==> src/rtl/tdt_pkg.sv <==
package tdt_pkg;
    typedef enum logic [1:0] {
        PH_WAIT  = 2'd0,
        PH_COUNT = 2'd1,
        PH_DONE  = 2'd2
    } phase_t;
endpackage

==> src/rtl/tdt_edge.sv <==
module tdt_edge #(
    parameter int W = 2
) (
    input  logic         clk,
    input  logic         rst_n,
    input  logic [W-1:0] sig,
    output logic [W-1:0] rise,
    output logic [W-1:0] fall
);
    typedef struct packed {
        logic [W-1:0] prev;
    } edge_st_t;

    edge_st_t st_d, st_q;

    always_comb begin
        st_d.prev = sig;
    end

    for (genvar i = 0; i < W; i++) begin : g_bit
        assign rise[i] = sig[i] & ~st_q.prev[i];
        assign fall[i] = ~sig[i] & st_q.prev[i];
    end

    always_ff @(posedge clk or negedge rst_n) begin
        if (!rst_n) st_q <= '0;
        else        st_q <= st_d;
    end
endmodule

==> src/rtl/tdt_lag_meter.sv <==
module tdt_lag_meter #(
    parameter int LAG_W = 8
) (
    input  logic             clk,
    input  logic             rst_n,
    input  logic             tick,
    input  logic             txen_fall,
    input  logic             crs_fall,
    output logic [LAG_W-1:0] lag_sample
);
    localparam logic [LAG_W-1:0] LAG_MAX = '1;

    typedef struct packed {
        logic             active;
        logic [LAG_W-1:0] cnt;
    } lag_st_t;

    lag_st_t st_d, st_q;

    always_comb begin
        st_d = st_q;
        if (txen_fall) begin
            st_d.cnt    = '0;
            st_d.active = ~crs_fall;
        end else if (st_q.active) begin
            if (crs_fall) begin
                st_d.active = 1'b0;
            end else if (tick && st_q.cnt != LAG_MAX) begin
                st_d.cnt = st_q.cnt + LAG_W'(1);
            end
        end
    end

    // value in force at a carrier fall in this cycle
    assign lag_sample = txen_fall ? '0 : st_q.cnt;

    always_ff @(posedge clk or negedge rst_n) begin
        if (!rst_n) st_q <= '0;
        else        st_q <= st_d;
    end
endmodule

==> src/rtl/tdt_interval_calc.sv <==
module tdt_interval_calc #(
    parameter int LAG_W         = 8,
    parameter int SET_W         = 8,
    parameter int OFFSET        = 17,
    parameter int EXTRA         = 2,
    parameter int BITS_PER_BYTE = 8,
    parameter int SUM_W         = ((LAG_W > SET_W) ? LAG_W : SET_W) + 2
) (
    input  logic [LAG_W-1:0] lag,
    input  logic [SET_W-1:0] setting,
    output logic [SUM_W-1:0] target_bytes
);
    logic [SUM_W-1:0] sum;

    always_comb begin
        sum          = SUM_W'(lag) + SUM_W'(OFFSET) + SUM_W'(setting);
        target_bytes = SUM_W'(sum / BITS_PER_BYTE) + SUM_W'(EXTRA);
    end
endmodule

==> src/rtl/tdt_byte_timer.sv <==
module tdt_byte_timer
    import tdt_pkg::*;
#(
    parameter int TGT_W         = 10,
    parameter int BITS_PER_BYTE = 8
) (
    input  logic             clk,
    input  logic             rst_n,
    input  logic             tick,
    input  logic             start,
    input  logic             clear,
    input  logic [TGT_W-1:0] target,
    output logic             done
);
    localparam int SUB_W = (BITS_PER_BYTE > 1) ? $clog2(BITS_PER_BYTE) : 1;
    localparam logic [SUB_W-1:0] SUB_LAST = SUB_W'(BITS_PER_BYTE - 1);

    typedef struct packed {
        phase_t           phase;
        logic [SUB_W-1:0] sub;
        logic [TGT_W-1:0] bytes;
        logic [TGT_W-1:0] goal;
    } tmr_st_t;

    tmr_st_t st_d, st_q;

    always_comb begin
        st_d = st_q;
        if (clear) begin
            st_d.phase = PH_WAIT;
            st_d.sub   = '0;
            st_d.bytes = '0;
        end else if (start) begin
            st_d.phase = PH_COUNT;
            st_d.sub   = '0;
            st_d.bytes = '0;
            st_d.goal  = target;
        end else if (st_q.phase == PH_COUNT && tick) begin
            if (st_q.sub == SUB_LAST) begin
                st_d.sub   = '0;
                st_d.bytes = st_q.bytes + TGT_W'(1);
                if (st_q.bytes + TGT_W'(1) == st_q.goal) begin
                    st_d.phase = PH_DONE;
                end
            end else begin
                st_d.sub = st_q.sub + SUB_W'(1);
            end
        end
    end

    assign done = (st_q.phase == PH_DONE);

    always_ff @(posedge clk or negedge rst_n) begin
        if (!rst_n) begin
            st_q.phase <= PH_WAIT;
            st_q.sub   <= '0;
            st_q.bytes <= '0;
            st_q.goal  <= '0;
        end else begin
            st_q <= st_d;
        end
    end
endmodule

==> src/rtl/tx_defer_timer.sv <==
module tx_defer_timer #(
    parameter int SET_W         = 8,
    parameter int LAG_W         = 8,
    parameter int OFFSET        = 17,
    parameter int EXTRA         = 2,
    parameter int BITS_PER_BYTE = 8
) (
    input  logic             clk,
    input  logic             rst_n,
    input  logic             bit_tick,
    input  logic             txen,
    input  logic             crs,
    input  logic [SET_W-1:0] defer_setting,
    input  logic             fdx_sw,
    input  logic             fdx_pin,
    output logic             defer_done
);
    localparam int SUM_W = ((LAG_W > SET_W) ? LAG_W : SET_W) + 2;
    localparam int IDX_TX  = 0;
    localparam int IDX_CRS = 1;

    logic             fdx;
    logic [1:0]       rise, fall;
    logic [LAG_W-1:0] lag_sample, lag_used;
    logic [SUM_W-1:0] target_bytes;
    logic             start_ev, clear_ev;

    tdt_edge #(.W(2)) u_edge (
        .clk  (clk),
        .rst_n(rst_n),
        .sig  ({crs, txen}),
        .rise (rise),
        .fall (fall)
    );

    tdt_lag_meter #(.LAG_W(LAG_W)) u_lag (
        .clk       (clk),
        .rst_n     (rst_n),
        .tick      (bit_tick),
        .txen_fall (fall[IDX_TX]),
        .crs_fall  (fall[IDX_CRS]),
        .lag_sample(lag_sample)
    );

    always_comb begin
        fdx      = fdx_sw | fdx_pin;
        lag_used = fdx ? '0 : lag_sample;
        start_ev = fdx ? fall[IDX_TX] : fall[IDX_CRS];
        clear_ev = rise[IDX_TX] | (~fdx & rise[IDX_CRS]);
    end

    tdt_interval_calc #(
        .LAG_W        (LAG_W),
        .SET_W        (SET_W),
        .OFFSET       (OFFSET),
        .EXTRA        (EXTRA),
        .BITS_PER_BYTE(BITS_PER_BYTE),
        .SUM_W        (SUM_W)
    ) u_calc (
        .lag         (lag_used),
        .setting     (defer_setting),
        .target_bytes(target_bytes)
    );

    tdt_byte_timer #(
        .TGT_W        (SUM_W),
        .BITS_PER_BYTE(BITS_PER_BYTE)
    ) u_tmr (
        .clk   (clk),
        .rst_n (rst_n),
        .tick  (bit_tick),
        .start (start_ev),
        .clear (clear_ev),
        .target(target_bytes),
        .done  (defer_done)
    );
endmodule

==> config.mk <==
export PLATFORM = sky130hd
export DESIGN_NAME = tx_defer_timer
export DESIGN_NICKNAME = d
export VERILOG_FILES = /design/src/rtl/tdt_pkg.sv /design/src/rtl/tdt_edge.sv /design/src/rtl/tdt_lag_meter.sv /design/src/rtl/tdt_interval_calc.sv /design/src/rtl/tdt_byte_timer.sv /design/src/rtl/tx_defer_timer.sv
export SDC_FILE = /design/constraint.sdc
export NUM_CORES = 1
export LEC_CHECK = 0
export ABC_AREA = 0
export BUFFER_PORTS_ARGS = -buffer_cell sky130_fd_sc_hd__buf_2
export CAP_MARGIN = 20
export CORE_ASPECT_RATIO = 1.5
export CORE_MARGIN = 8
export CORE_UTILIZATION = 45
export DETAILED_ROUTE_END_ITERATION = 8
export PLACE_DENSITY_LB_ADDON = 0.08
export SETUP_SLACK_MARGIN = 0.4
export SYNTH_ARGS = -nofsm -noshare
export SYNTH_HDL_FRONTEND = slang
export SYNTH_SLANG_ARGS = --single-unit
==> constraint.sdc <==
create_clock -name clk -period 8.35 [get_ports clk]
set_input_delay 1.67 -clock clk [delete_from_list [all_inputs] [get_ports clk]]
set_output_delay 1.67 -clock clk [all_outputs]
set_load 0.02 [all_outputs]
==> run metrics <==
fin crit share=0.534; total iterations of the first detailed-routing run=4; vias in the first global route=approximately 1900; CTS Buf Count=5; XOR/XNOR share of the synthesized area=0.104; Data arrival, critical path=4.63 ns; sequential area share after synthesis=0.362; postcts setup bufs=0; vias=1923; CTS Sinks=34; CTS tree=built; # setup viols final=0; overall die height=105 um; ant diodes=0; post_cts resized=0; final critical-path required period=4.46 ns; Max Cap Viol=0; share of cells above drive strength 1=0.135; Slowest cell on crit path=ha_1; Mapped Nets=about 300; pwr dens=162 mW/mm2; Row Count=32; Tightest Pin Transition=0.782 ns; top cells by count, synth=nor2_1 (37), dfrtp_1 (34), a21oi_1 (25); FILL cells=499; DIE AREA=just under 0.008 mm2; Initial Utilization=0.463; largest net degree at the start of global routing=35; status=complete, no violations; Mapped Area=0.00235 mm2; Synth area leaders=dfrtp_1 (36%), ha_1 (6.9%), nor2_1 (5.9%), xnor2_1 (5.6%), a21oi_1 (5.3%); clk_lat worst skew=0.28 ns; leak pwr=1.13 nW; first-pass GRT wire length=8700 um; Simple-Gate Fraction of Synth Area=0.248; startpoint types=primary input; met3 usage=0.0268; Syn-to-layout area delta=11.0%; Max IR drop VDD=slightly below 0.1 mV; Final Max Slew Viols=0; Antenna Nets Post-Route=0; crit-path max FO=6; dominant cell by count in the synthesized netlist=nor2_1; GRT overflow=0; Post-Synth Adder-Cell Area=0.0691; post-synthesis compound-gate area fraction=0.170; Hold WC Path Type=flop to flop; Yosys reg bits=34; 1st-iter DRT viols=53; Req. time, crit path=8.52 ns; routed vias/inst=5.40; asr flop ratio synth=1.00; Synthesis Warnings=0; top-area cell type share of the netlist area=0.362; total wire length=5100 um; f_max=0.224 GHz; post-synthesis mux area share=0.0181; Distinct cells, synth=47; CP top delay family=compound AO/OA/AOI/OAI gates; drt drc=0; setup_tns=0 ns; Synth area leader=dfrtp_1; drt wl/cell=14.3 um; met1 GRT Util=0.150; antenna violations before repair=0; most congested layer reported by global routing=met2; Final Hold Fails=0; Ports=16; Synth Flop Type=dfrtp_1; Layout Cells excl Fill=356; Die W=approximately 75 um; hold_buf cts=0; CTS H-Tree Depth=2; Cells after Synth=273; IO Port Bufs=15; Max Root-Sink Buffers=2; crit path kind=primary input to flop; routing usage on met2=0.252; Slew headroom=0.478; core area=a little over 0.005 mm2; Syn Area/Cell=approximately 8.6 um2; worst path cell trace=buf_2 > nor2_1 > and3_1 > ha_1 > and3_1 > xor2_1 > nand2_1 > ha_1 > a21o_1 > a21oi_1 > o31ai_1 > a21oi_1 > xor2_1 > o22ai_1 > a31o_2; Max stage delay on crit path=0.37 ns; Tot Pwr=between 400 and 500 uW; clock root cell=clkbuf_8; CTS clk-pin slew, worst paths=approximately 0.080 ns; GP Congestion=0.815; Critical path buffers and inverters=1; gr usage total=0.138; CP Capture Type=flop; # nets final=315; largest family of logic cells by synthesized area=simple AND/OR/NAND/NOR gates; unrepaired setup endpoints after global routing=false; skew final=a little under 0.006 ns; number of flops mapped to enable cells by yosys=0; DP HPWL=3930 um; DP Cell Count=348
-- worst register-to-register path, delay by kind of cell, from the launching register on --
kind / cells / cell delay, ns
AOI/OAI and AO/OA: 6 / 1.15
and+or+nand+nor: 4 / 0.60
adders and majority gates: 2 / 0.54
xor gates and xnor gates: 2 / 0.40
DFF: 1 / 0.39
-- placed cells by master, fill, tap and decap left out, types with 3 or more instances in the layout --
| master | instances |
|---|---|
| xnor2_1 | 15 |
| or3_1 | 5 |
| nand4_1 | 3 |
| a21oi_1 | 25 |
| o31ai_1 | 4 |
| o21a_1 | 3 |
| inv_1 | 8 |
| dfrtp_1 | 34 |
| clkbuf_8 | 5 |
| nand3_1 | 10 |
| and2_1 | 3 |
| o22ai_1 | 3 |
| a31o_2 | 3 |
| buf_2 | 15 |
| nor2_1 | 37 |
| nor2b_1 | 3 |
| and3_1 | 5 |
| ha_1 | 13 |
| o21ai_0 | 16 |
| nand2_1 | 21 |
| nor4_1 | 3 |
| nor3_1 | 7 |
| xor2_1 | 13 |
-- area by class of cell --
class	instances	area (um2)	area share
multi-input cells	223	1430	0.549
flip-flops and latches	34	851	0.326
well taps	68	85.1	0.0326
repair buffers	15	75.1	0.0287
clock buffers	5	68.8	0.0263
clock inverters	3	68.8	0.0263
inverters	8	30.0	0.0115
-- stage by stage --
step / util / worst slack, ns / cell area [um2] / hold slack [ns]
5_1_grt: 0.514 / 3.73 / 2610 / 0.583
2_1_floorplan: - / 4.02 / 2350 / 0.493
3_3_place_gp: 0.487 / 3.72 / 2470 / 0.513
4_1_cts: 0.514 / 3.93 / 2610 / 0.542
6_report: 0.514 / 3.89 / 2610 / 0.540
3_5_place_dp: 0.487 / 3.63 / 2470 / 0.527
-- routing by layer --
layer  wire length (um)  vias to the layer above
met5                  0                        -
met2               2700                       15
li1                   -                     1001
met1               2240                      905
met3                120                        2
met4                 36                        0
-- sequential cells by signal (all words and copies together), names as in the netlist --
| signal | flops |
|---|---|
| u_edge.st_q | 2 |
| u_tmr.st_q | 23 |
| u_lag.st_q | 9 |
-- where the power goes --
| part | switching [mW] | internal, mW |
|---|---|---|
| Clock | 0.0627 | 0.120 |
| Sequential | 0.0106 | 0.175 |
| Combinational | 0.0312 | 0.0242 |
-- final timing paths --
kind	slack [ns]	from	cells after the start	endpoint
min	0.54	u_tmr.st_q[21]	2	u_tmr.st_q[21]
min in group asynchronous	1.45	rst_n	1	u_tmr.st_q[3]
min reg2reg	0.54	u_tmr.st_q[21]	2	u_tmr.st_q[21]
max	3.89	fdx_pin	15	u_tmr.st_q[6]
max in group asynchronous	6.41	rst_n	1	u_tmr.st_q[19]
max reg2reg	5.16	u_edge.st_q[0]	14	u_tmr.st_q[6]
-- kinds of logic after synthesis --
kind of cell | count (synthesis)
adders and majority gates | 13
AOI/OAI and AO/OA | 66
and+or+nand+nor | 112
DFF | 34
buffers and inverters | 16
xor gates and xnor gates | 28
muxes | 4
No activity file was read; power rests on OpenSTA's default activity.
